$ cat src/rtl/perf_counter_bank.sv
module perf_counter_bank #(
  parameter int NUM_CTR = 4,
  parameter int NUM_EVT = 54,
  parameter int CODE_W  = 6,
  parameter int CNT_W   = 64,
  localparam int SEL_W  = $clog2(NUM_CTR)
) (
  input  logic               clk,
  input  logic               rst,
  input  logic [NUM_EVT-1:1] evt_i,
  input  logic               cfg_we,
  input  logic [SEL_W-1:0]   cfg_sel,
  input  logic [CODE_W-1:0]  cfg_code,
  input  logic               cfg_clr_on_rd,
  input  logic               rd_en,
  input  logic [SEL_W-1:0]   rd_sel,
  output logic               rd_valid,
  output logic [CNT_W-1:0]   rd_data
);
  localparam int SPACE = 2 ** CODE_W;
  localparam int PAD   = SPACE - NUM_EVT;

  logic [CNT_W-1:0]  cnt  [NUM_CTR];
  logic [CODE_W-1:0] code [NUM_CTR];
  logic [NUM_CTR-1:0] cor;
  logic [NUM_CTR-1:0] hit;
  logic [SPACE-1:0]   strobes;

  // code 0 is the cycle count; codes past the implemented range read as 0
  assign strobes = {{PAD{1'b0}}, evt_i, 1'b1};

  always_comb
    for (int i = 0; i < NUM_CTR; i++) hit[i] = strobes[code[i]];

  always_ff @(posedge clk) begin
    if (rst) begin
      rd_valid <= 1'b0;
      rd_data  <= '0;
      cor      <= '0;
      for (int i = 0; i < NUM_CTR; i++) begin
        cnt[i]  <= '0;
        code[i] <= '0;
      end
    end else begin
      rd_valid <= rd_en;
      if (rd_en) rd_data <= cnt[rd_sel];
      for (int i = 0; i < NUM_CTR; i++) begin
        if (rd_en && rd_sel == SEL_W'(i) && cor[i])
          cnt[i] <= CNT_W'(hit[i]);
        else
          cnt[i] <= cnt[i] + CNT_W'(hit[i]);
        if (cfg_we && cfg_sel == SEL_W'(i)) begin
          code[i] <= cfg_code;
          cor[i]  <= cfg_clr_on_rd;
        end
      end
    end
  end
endmodule


$ cat config.mk
export PLATFORM = sky130hd
export DESIGN_NAME = perf_counter_bank
export DESIGN_NICKNAME = d
export VERILOG_FILES = /design/src/rtl/perf_counter_bank.sv
export SDC_FILE = /design/constraint.sdc
export NUM_CORES = 1
export LEC_CHECK = 0
export ABC_AREA = 0
export BUFFER_PORTS_ARGS = -buffer_cell sky130_fd_sc_hd__buf_2
export CAP_MARGIN = 20
export CELL_PAD_IN_SITES_DETAIL_PLACEMENT = 1
export CELL_PAD_IN_SITES_GLOBAL_PLACEMENT = 1
export CORE_UTILIZATION = 35
export DETAILED_ROUTE_END_ITERATION = 10
export PLACE_DENSITY_LB_ADDON = 0.1
export SLEW_MARGIN = 20
export SYNTH_ARGS = -nofsm -noshare
export SYNTH_HDL_FRONTEND = slang
export SYNTH_SLANG_ARGS = --single-unit
$ cat constraint.sdc
create_clock -name clk -period 3.6 [get_ports clk]
set_input_delay 0 -clock clk [delete_from_list [all_inputs] [get_ports clk]]
set_output_delay 0 -clock clk [all_outputs]
set_load 0.005 [all_outputs]
==> metrics, run 1 <==
Clock Latency Late Sink about 580 ps; synth top area cells edfxtp_1, mux4_2, dfxtp_1; Setup WS pre-CTS -213 ps; PortBufs approximately 130; FMAX 290 MHz; fill count 6742; worst hold stages 4; syn avg cell area 10.8 µm²; core region area 60500 µm²; Simple-Gate Fraction of Synth Area about 22%; Period minus WS final 3450 ps; FF+latch count, synth approximately 350; area of the die 62200 µm²; nets@finish 2467; drt wl/cell 21.9 µm; power per cell area around 420 nW/µm²; EDFF count, synth 280; max cap viols 0; Net Sw Frac around 26%; Die Wd 249 µm; Clock Skew 22.7 ps; Pre-Repair DR Iteration Count 7; final setup fails 0; period utilisation layout 95.8%; dpl cells 3102; clock sinks 349; Compound-Gate Fraction of Synth Area under 10%; Die Y 249 µm; Post-synth ARST share 0%; worst slew pin tran 1090 ps; cell count after synthesis 1982; Yosys Warn Count 0; non-filler cells, final 3205; Clock Pin Slew Worst Setup and Hold Paths 60 ps; CTS tree done; Starting Density 35.5%; Clk network pwr share 42.5%; NetSw ~2.8 mW; gpl congestion a little under 0.9; total track usage 22.6%; GRT overflow 0; antenna-violating nets left 0; Post-Synth XOR/XNOR Area approximately 5.0%; critical path type reg2reg; Crit path required time 4020 ps; Starting DRT DRC Count ~940; CTS H-tree lvls 2; initial antenna violation count 0; Num CTS Buffers 45; Setup crit end kind flip-flop; CTS max path bufs 3; Synth Area in Adders 0.525%; ant diodes 0; Area Growth Syn to Fin 21.9%; post-synthesis mux area share 17.7%; vias in the first global route 18.1k; Internal Power 8.11 mW; post-synthesis sequential area ratio 45.7%; largest family of logic cells by synthesized area simple AND/OR/NAND/NOR gates; Cell Area, Synth roughly 21000 µm²; row cnt 90; Critical Path AT 3870 ps; largest net degree at the start of global routing 55; final hold vios 0; Worst Hold Class in2reg; wirelength, routed 70200 µm; Leak 9.77 nW; Peak VDD IR between 0.0003 and 0.0004 V; top_reg_cell synth edfxtp_1; sequential share of power 45.6%; synth unique cells 68; # DRC 0; first-pass GRT wire length 110000 µm; Worst setup SP type flip-flop; top cell type's share of synthesized area 39.2%; I/O pins 133; Worst Setup Slack, final 150 ps; CTS root buffer clkbuf_16; Slew Viols, Final 0; Slew headroom a little over a quarter; dpl hpwl 52200 µm; Gate power share 11.9%; share of cells above drive strength 1 18.6%; vias post-DR between 15k and 20k; vias per cell 5.51; crit-path max FO 15; status complete, no violations; reg2reg path depth 14; Synth area leader edfxtp_1
## layout by cell type, fill, tap and decap left out, drive strengths merged, types with 37 or more instances in the layout
master,Yosys,final
or3,81,81
xnor2,41,41
nor2,222,222
o31ai,37,37
and2,37,37
nand2,147,147
nand3,102,102
nand4,93,93
mux4,107,107
o21ai,45,45
dfxtp,69,69
buf,34,212
edfxtp,280,280
inv,37,38
clkbuf,87,71
xor2,82,82
a21oi,79,79
nor3,44,44
conb,1,256
mux2i,127,127
or4,43,43
## Yosys cell counts, drive strengths merged (3+ instances only)
library cell,instances
a211oi,5
a21oi,79
a31o,6
a31oi,3
and2,37
and3,30
and4,25
and4b,4
buf,34
clkbuf,87
dfxtp,69
edfxtp,280
ha,9
inv,37
mux2,9
mux2i,127
mux4,107
nand2,147
nand2b,7
nand3,102
nand3b,10
nand4,93
nand4b,4
nor2,222
nor2b,4
nor3,44
nor3b,5
nor4,28
o21ai,45
o22ai,3
o311ai,3
o31ai,37
or2,7
or3,81
or4,43
xnor2,41
xor2,82
## worst max-delay path, stage by stage (launching register included)
cell and delay (ps):
edfxtp_1 490, buf_12 200, mux4_2 320, mux2i_1 70, a31oi_1 200, o211ai_1 190
nand2_1 110, ha_2 200, ha_4 140, nand2_2 70, nor3_4 380, nand4b_1 200
buf_12 200, or3_1 360, a21oi_2 160
## cell families (layout without fill, tap and decap cells)
group / after synthesis / after routing
xor+xnor: 123 / 123
other cells: 1 / 256
buf+inv: 159 / 345
fa+ha+maj: 9 / 9
flops: 349 / 349
mux: 243 / 243
compound gates: 201 / 201
simple gates: 897 / 897
## metal layers
metal	global-route usage, %	vias to the layer above	part of all wire (%)
met3	2.98	97	4.0
met1	30.7	9047	46
met2	38.2	371	48
met4	5.54	0	2.2
li1	-	8157	-
met5	0	-	0
## state kept, by name, indices dropped and copies added, names as in the netlist
register / count
code: 24
rd_data: 64
cor: 4
cnt: 256
rd_valid: 1
## final timing paths
path | startpoint | to | slack, ps
worst max-delay path | code[0][0]$_SDFFCE_PN0P_ | cnt[0][44]$_SDFFCE_PN0P_ | 150
worst min-delay path | rd_sel[0] | rd_data[15]$_SDFFE_PP0P_ | 220
worst max register to register | code[0][0]$_SDFFCE_PN0P_ | cnt[0][44]$_SDFFCE_PN0P_ | 150
worst min register to register | rd_data[57]$_SDFFE_PP0P_ | rd_data[57]$_SDFFE_PP0P_ | 490
## layout make-up
type	count	area (µm²)	area share, %
flip-flops and latches	349	9790	37.5
clock inverters	9	98.8	0.378
inverters	37	139	0.531
multi-input cells	1729	12100	46.4
clock buffers	71	1420	5.43
repair buffers	228	1580	6.03
well taps	782	978	3.74
## per-stage QoR
| step | total power, mW | hold WS, ps | utilization (%) | TNS, ps | instance area, µm² |
|---|---|---|---|---|---|
| 4_1_cts | 11.1 | 178 | 43.0 | 0 | 26000 |
| 6_report | 10.9 | 216 | 43.2 | 0 | 26100 |
| 3_5_place_dp | 6.34 | 292 | 40.1 | -1630 | 24300 |
| 5_1_grt | 11.4 | 216 | 43.2 | -23.0 | 26100 |
| 3_3_place_gp | 6.30 | 297 | 40.1 | -313 | 24300 |
| 2_1_floorplan | 5.78 | 109 | - | 0 | 22400 |
## power by group through the flow
stage | clock, mW | combinational [mW] | sequential, mW
CTS | 4.80 | 1.30 | 4.99
global route | 4.91 | 1.43 | 5.03
floorplan | 0 | 0.855 | 4.93
finish | 4.66 | 1.30 | 4.99
global placement | 0 | 1.24 | 5.06
detailed placement | 0 | 1.27 | 5.07
## repair_timing
action / in CTS / in global routing
setup buffers: 3 / 4
endpoints found under the setup margin: 49 / 71
endpoints found under the hold margin: 53 / 0
pin swaps: 1 / 8
hold buffers: 16 / 0
resized for setup: 9 / 21
Note: power is estimated with default switching activity, not from simulation.
==> run 2: changes to the inputs <==
--- a/config.mk
+++ b/config.mk
@@ -10,10 +10,13 @@
 export CAP_MARGIN = 20
 export CELL_PAD_IN_SITES_DETAIL_PLACEMENT = 1
 export CELL_PAD_IN_SITES_GLOBAL_PLACEMENT = 1
+export CORE_MARGIN = 4
 export CORE_UTILIZATION = 35
 export DETAILED_ROUTE_END_ITERATION = 10
+export MAX_ROUTING_LAYER = met4
 export PLACE_DENSITY_LB_ADDON = 0.1
 export SLEW_MARGIN = 20
 export SYNTH_ARGS = -nofsm -noshare
 export SYNTH_HDL_FRONTEND = slang
 export SYNTH_SLANG_ARGS = --single-unit
+export TNS_END_PERCENT = 30
==> run 2 against run 1 <==
Effect of this change: critical path depth decreased by 1; maximum frequency decreased by 1.9%; die area increased by 4.9%.
==> metrics, run 2 (synthesized netlist as in run 1, its figures left out) <==
Slew headroom 29.3%; metal3 WL 2940 µm; top flop regs cnt x256, rd_data x64, code x24; first-pass GRT wire length 109000 µm; most common cell after layout, fill and taps aside edfxtp_1; critical path type reg2reg; dpl hpwl 52300 µm; Num CTS Buffers 45; highest metal used met4; Clock Latency Late Sink about 590 ps; Pre-Repair DR Iteration Count 5; commonest non-fill, non-tap cells in the layout edfxtp_1, conb_1, nor2_1, nand2_1, buf_2; drt wl/cell 21.9 µm; Peak VDD IR roughly 0.00030 V; RSZ-0062 raised after global routing true; CTS tree done; non-filler cells, final 3222; vias per cell 5.49; Worst Hold Class in2reg; Critical Path AT around 3800 ps; initial antenna violation count 0; share of cells above drive strength 1 between 10% and 20%; Crit path required time 3900 ps; CTS max path bufs 3; Starting Density a little over a third; period utilisation layout ~100%; # DRC 0; GRT overflow 0; Period minus WS final 3520 ps; vias post-DR 17.7k; PortBufs 132; max reg flops approximately 260; Area Growth Syn to Fin 22.4%; area of the die 65300 µm²; crit-path max FO 7; met1 WL 31400 µm; Leak 9.83 nW; I/O pins approximately 130; CTS root buffer clkbuf_16; Clock Pin Slew Worst Setup and Hold Paths roughly 60 ps; wirelength, routed ~70000 µm; gpl congestion 0.890; FMAX 284 MHz; CTS H-tree lvls 2; vias in the first global route 18.1k; Die Wd 255 µm; nets@finish 2479; max cap viols 0; Setup crit end kind flip-flop; Clock Skew ~25 ps; post-place instance area 24300 µm²; Worst setup SP type flip-flop; Starting DRT DRC Count 1171; dpl cells 3110; worst slew pin tran 1060 ps; final instance area ~26000 µm²; WL met2 34600 µm; fill count 6664; row cnt 90; total track usage 21.9%; core region area roughly 60000 µm²; Die Y 255 µm; Slew Viols, Final 0; clock sinks 349; status complete, no violations; final hold vios 0; final setup fails 0; power per cell area 413 nW/µm²; Biggest register cnt; largest net degree at the start of global routing 59; antenna-violating nets left 0
==> run 2: changes by cell type in the layout (fill, tap and decap cells not counted), sizes merged <==
cell	change
clkbuf	-7
buf	+15
dlygate4sd3	-3
diode	+1
clkinv	+12
bufinv	-1
==> run 2: critical path, cell delays in order (launching register included) <==
cell and delay [ps]:
edfxtp_1 520, buf_6 210, mux2i_1 120, a31o_2 250
o32ai_1 220, o211ai_1 150, nand2_1 90, ha_1 170
nand3_1 180, nor3_4 380, nand4b_1 260, buf_4 220
nor4_1 340, mux2i_1 130
==> run 2: report_power, final <==
group | switching (mW) | internal (mW) | total [mW]
clock network | 1.85 | 2.69 | 4.54
registers | 0.330 | 4.66 | 4.99
logic | 0.696 | 0.624 | 1.32
==> run 2: path summary, 6_finish.rpt <==
| kind | cells past startpoint | startpoint | endpoint | slack, ps |
|---|---|---|---|---|
| worst max-delay path | 13 | code[0][1]$_SDFFCE_PN0P_ | cnt[0][61]$_SDFFCE_PN0P_ | 80 |
| worst min register to register | 2 | rd_data[17]$_SDFFE_PP0P_ | rd_data[17]$_SDFFE_PP0P_ | 490 |
| worst min-delay path | 4 | rd_en | cnt[1][0]$_SDFFCE_PN0P_ | 60 |
| worst max register to register | 13 | code[0][1]$_SDFFCE_PN0P_ | cnt[0][61]$_SDFFCE_PN0P_ | 80 |
==> run 2: final cells by class <==
cell class              instances  area, µm²  share of cell area [%]
well taps                     782        978                    3.73
clock buffers                  64       1350                    5.15
inverters                      37        139                   0.529
repair buffers                240       1700                    6.46
multi-input cells            1729      12200                    46.3
diodes                          1       2.50                 0.00953
flip-flops and latches        349       9790                    37.3
clock inverters                20        135                   0.515
==> run 2: layer usage <==
layer,track usage [%],vias up
met1,28.8,9022
met5,-,-
met2,36.4,392
li1,-,8186
met4,5.87,0
met3,2.31,97
==> run 2: timing repair <==
| item | in CTS | in global routing |
|---|---|---|
| pin swaps | 0 | 10 |
| hold endpoints to repair | 47 | 0 |
| setup buffers | 0 | 13 |
| gates resized for setup | 5 | 37 |
| gates cloned | 0 | 1 |
| setup endpoints to repair | 17 | 85 |
| hold buffers | 13 | 0 |
==> run 2: per-stage QoR <==
step                setup WS (ps)  total power, mW  util, %  TNS [ps]  hold slack [ps]
floorplan                    51.4             5.78        -         0              109
global placement            -25.8             6.31     40.3     -30.0              300
detailed placement          -61.9             6.36     40.3      -286              308
CTS                         -21.5             11.0     43.0     -77.3             29.2
global route                -81.0             11.3     43.4      -674             80.1
finish                       81.7             10.9     43.4         0             56.0
==> run 3: changes to the inputs <==
--- a/config.mk
+++ b/config.mk
@@ -13,6 +13,7 @@
 export CORE_MARGIN = 4
 export CORE_UTILIZATION = 35
 export DETAILED_ROUTE_END_ITERATION = 10
+export GPL_TIMING_DRIVEN = 0
 export MAX_ROUTING_LAYER = met4
 export PLACE_DENSITY_LB_ADDON = 0.1
 export SLEW_MARGIN = 20
==> run 3 against run 2 <==
Effect of this change: total power is 2.1% higher; combinational power is 6% higher; critical path depth is 2 higher; register-to-register slack hardly changed; sequential power hardly changed; core utilization is 1.1 points higher; final cell count is 2.3% higher; first-iteration DRC count is 9.5% higher; hold slack worse by 20 ps; critical path type unchanged.
==> metrics, run 3 (synthesized netlist as in run 1, its figures left out) <==
status complete, no violations; Net Sw Frac 26.3%; initial antenna violation count 2; CTS root buffer clkbuf_16; Biggest register cnt; NetSw 2.91 mW; Setup TNS 0 ps; critical path type reg2reg; Gate power share between 10% and 20%; top flop regs cnt x256, rd_data x64, code x24; Pre-Repair DR Iteration Count 5; clock sinks 349; Setup WS pre-CTS -1650 ps; power per cell area about 400 nW/µm²; period utilisation layout 97.6%; Starting DRT DRC Count 1282; Area Growth Syn to Fin 25.5%; crit-path max FO 10; drt wl/cell 22.7 µm; vias per cell between 5 and 6; CTS max path bufs 3; share of cells above drive strength 1 20.5%; CTS tree done; row cnt 90; Worst path depth 15; Clock Latency Late Sink 580 ps; Internal Power 8.17 mW; CTS H-tree lvls 2; fill count 6812; Worst Hold Class in2reg; worst hold stages 4; CP bufs+invs 4; Clock Pin Slew Worst Setup and Hold Paths roughly 60 ps; Clock Skew 25.3 ps; max cap viols 0; Crit path required time slightly below 4000 ps; Critical Path AT 3800 ps; FMAX 284 MHz; GRT overflow 0; worst slew pin tran 1070 ps; Slew Viols, Final 0; Worst path top cell family by delay simple AND/OR/NAND/NOR gates; critical path launch point code[3][0]$_SDFFCE_PN0P_; gpl congestion 0.876; worst reg2reg setup slack ~85 ps; total track usage ~23%; Worst setup SP type flip-flop; most common cell after layout, fill and taps aside edfxtp_1; Setup crit end kind flip-flop; Leak 10.1 nW; final setup fails 0; reg2reg path depth 15; area of the die 65300 µm²; vias in the first global route 18.3k; Worst Setup Slack, final between 80 and 90 ps; Starting Density between 30% and 40%; PortBufs 130; Worst Min Path Start rd_sel[0]; Critical Path Slowest Stage Cell edfxtp_1; Die Y approximately 260 µm; largest net degree at the start of global routing 13; vias post-DR around 18k; Top cell by count, worst path nor3_1; RSZ-0062 raised after global routing true; commonest non-fill, non-tap cells in the layout edfxtp_1, conb_1, nor2_1, buf_2, nand2_1; final hold vios 0; Period minus WS final about 3500 ps; Worst R2R Start code[3][0]$_SDFFCE_PN0P_; antenna-violating nets left 0; dpl hpwl 56100 µm; Die Wd roughly 260 µm; sequential share of power 45.2%; # DRC 0; max reg flops 256; wirelength, routed 74800 µm; core region area 60500 µm²; Peak VDD IR around 0.0003 V; Slew headroom between 20% and 30%; first-pass GRT wire length 112000 µm; Num CTS Buffers between 40 and 50; overall power 11.1 mW; CP cell instances buf_6 -> buf_12 -> mux4_2 -> nor3_1 -> nor3_1 -> nand4_1 -> nand2_1 -> ha_2 -> nand3_4 -> nor2_4 -> nand2_4 -> buf_8 -> buf_4 -> o31ai_1 -> a21oi_1; I/O pins 133; slowest cell delay on critical path 390 ps; nets@finish 2553; Clk network pwr share 42.2%
run 3: cell types whose count changed in the layout (fill, tap and decap cells not counted), sizes merged:
cell and delta:
clkbuf +80, clkinv -8, buf -2, bufinv +2, diode +1, dlygate4sd1 +1
inv +1
run 3: timing repair:
item,4_1_cts,5_1_grt
hold buffers,13,0
pin swaps,15,34
endpoints found under the hold margin,40,0
gates resized for setup,112,84
endpoints found under the setup margin,219,164
setup buffers,27,25
cloned,2,2
run 3: worst register-to-register path, stage by stage (launching register included):
cell,delay (ps)
edfxtp_1,390
buf_6,160
buf_12,150
mux4_2,350
nor3_1,50
nor3_1,170
nand4_1,250
nand2_1,180
ha_2,240
nand3_4,120
nor2_4,260
nand2_4,170
buf_8,240
buf_4,190
o31ai_1,240
a21oi_1,90
run 3: area by class of cell:
cell class	instances	area, µm²	area share, %
diodes	2	5.00	0.0186
plain buffers	115	673	2.50
flip-flops and latches	349	9790	36.4
well taps	782	978	3.64
repair buffers	199	1290	4.79
clock inverters	15	155	0.576
clock buffers	69	1380	5.13
multi-input cells	1729	12500	46.4
inverters	37	141	0.525
run 3: stage by stage:
step                hold slack [ps]  area, µm²  utilization, %  instances
global route                   36.5      26900            44.5       3296
floorplan                       109      22400               -       2237
detailed placement              302      24000            39.8       3150
CTS                            3.03      26300            43.5       3269
global placement                286      24000            39.7       3149
finish                         36.1      26900            44.5       3297
run 3: power by group through the flow:
| stage | clock network [mW] | logic, mW | registers (mW) |
|---|---|---|---|
| after floorplan | 0 | 0.855 | 4.93 |
| after global placement | 0 | 1.24 | 5.05 |
| after detailed placement | 0 | 1.27 | 5.06 |
| after CTS | 4.81 | 1.32 | 4.99 |
| after global routing | 4.97 | 1.53 | 5.04 |
| final | 4.68 | 1.40 | 5.00 |
run 3: worst paths after layout:
path | end
setup / recovery | cnt[3][35]$_SDFFCE_PN0P_
hold reg to reg | rd_data[21]$_SDFFE_PP0P_
hold / removal | cnt[1][0]$_SDFFCE_PN0P_
setup reg to reg | cnt[3][35]$_SDFFCE_PN0P_
run 3: layer usage:
metal / share of wire, % / track usage (%) / vias up
li1: - / - / 8331
met1: 44 / 30.2 / 9212
met2: 47 / 36.1 / 487
met3: 6.1 / 4.23 / 107
met4: 2.6 / 6.41 / 0
met5: 0 / - / -
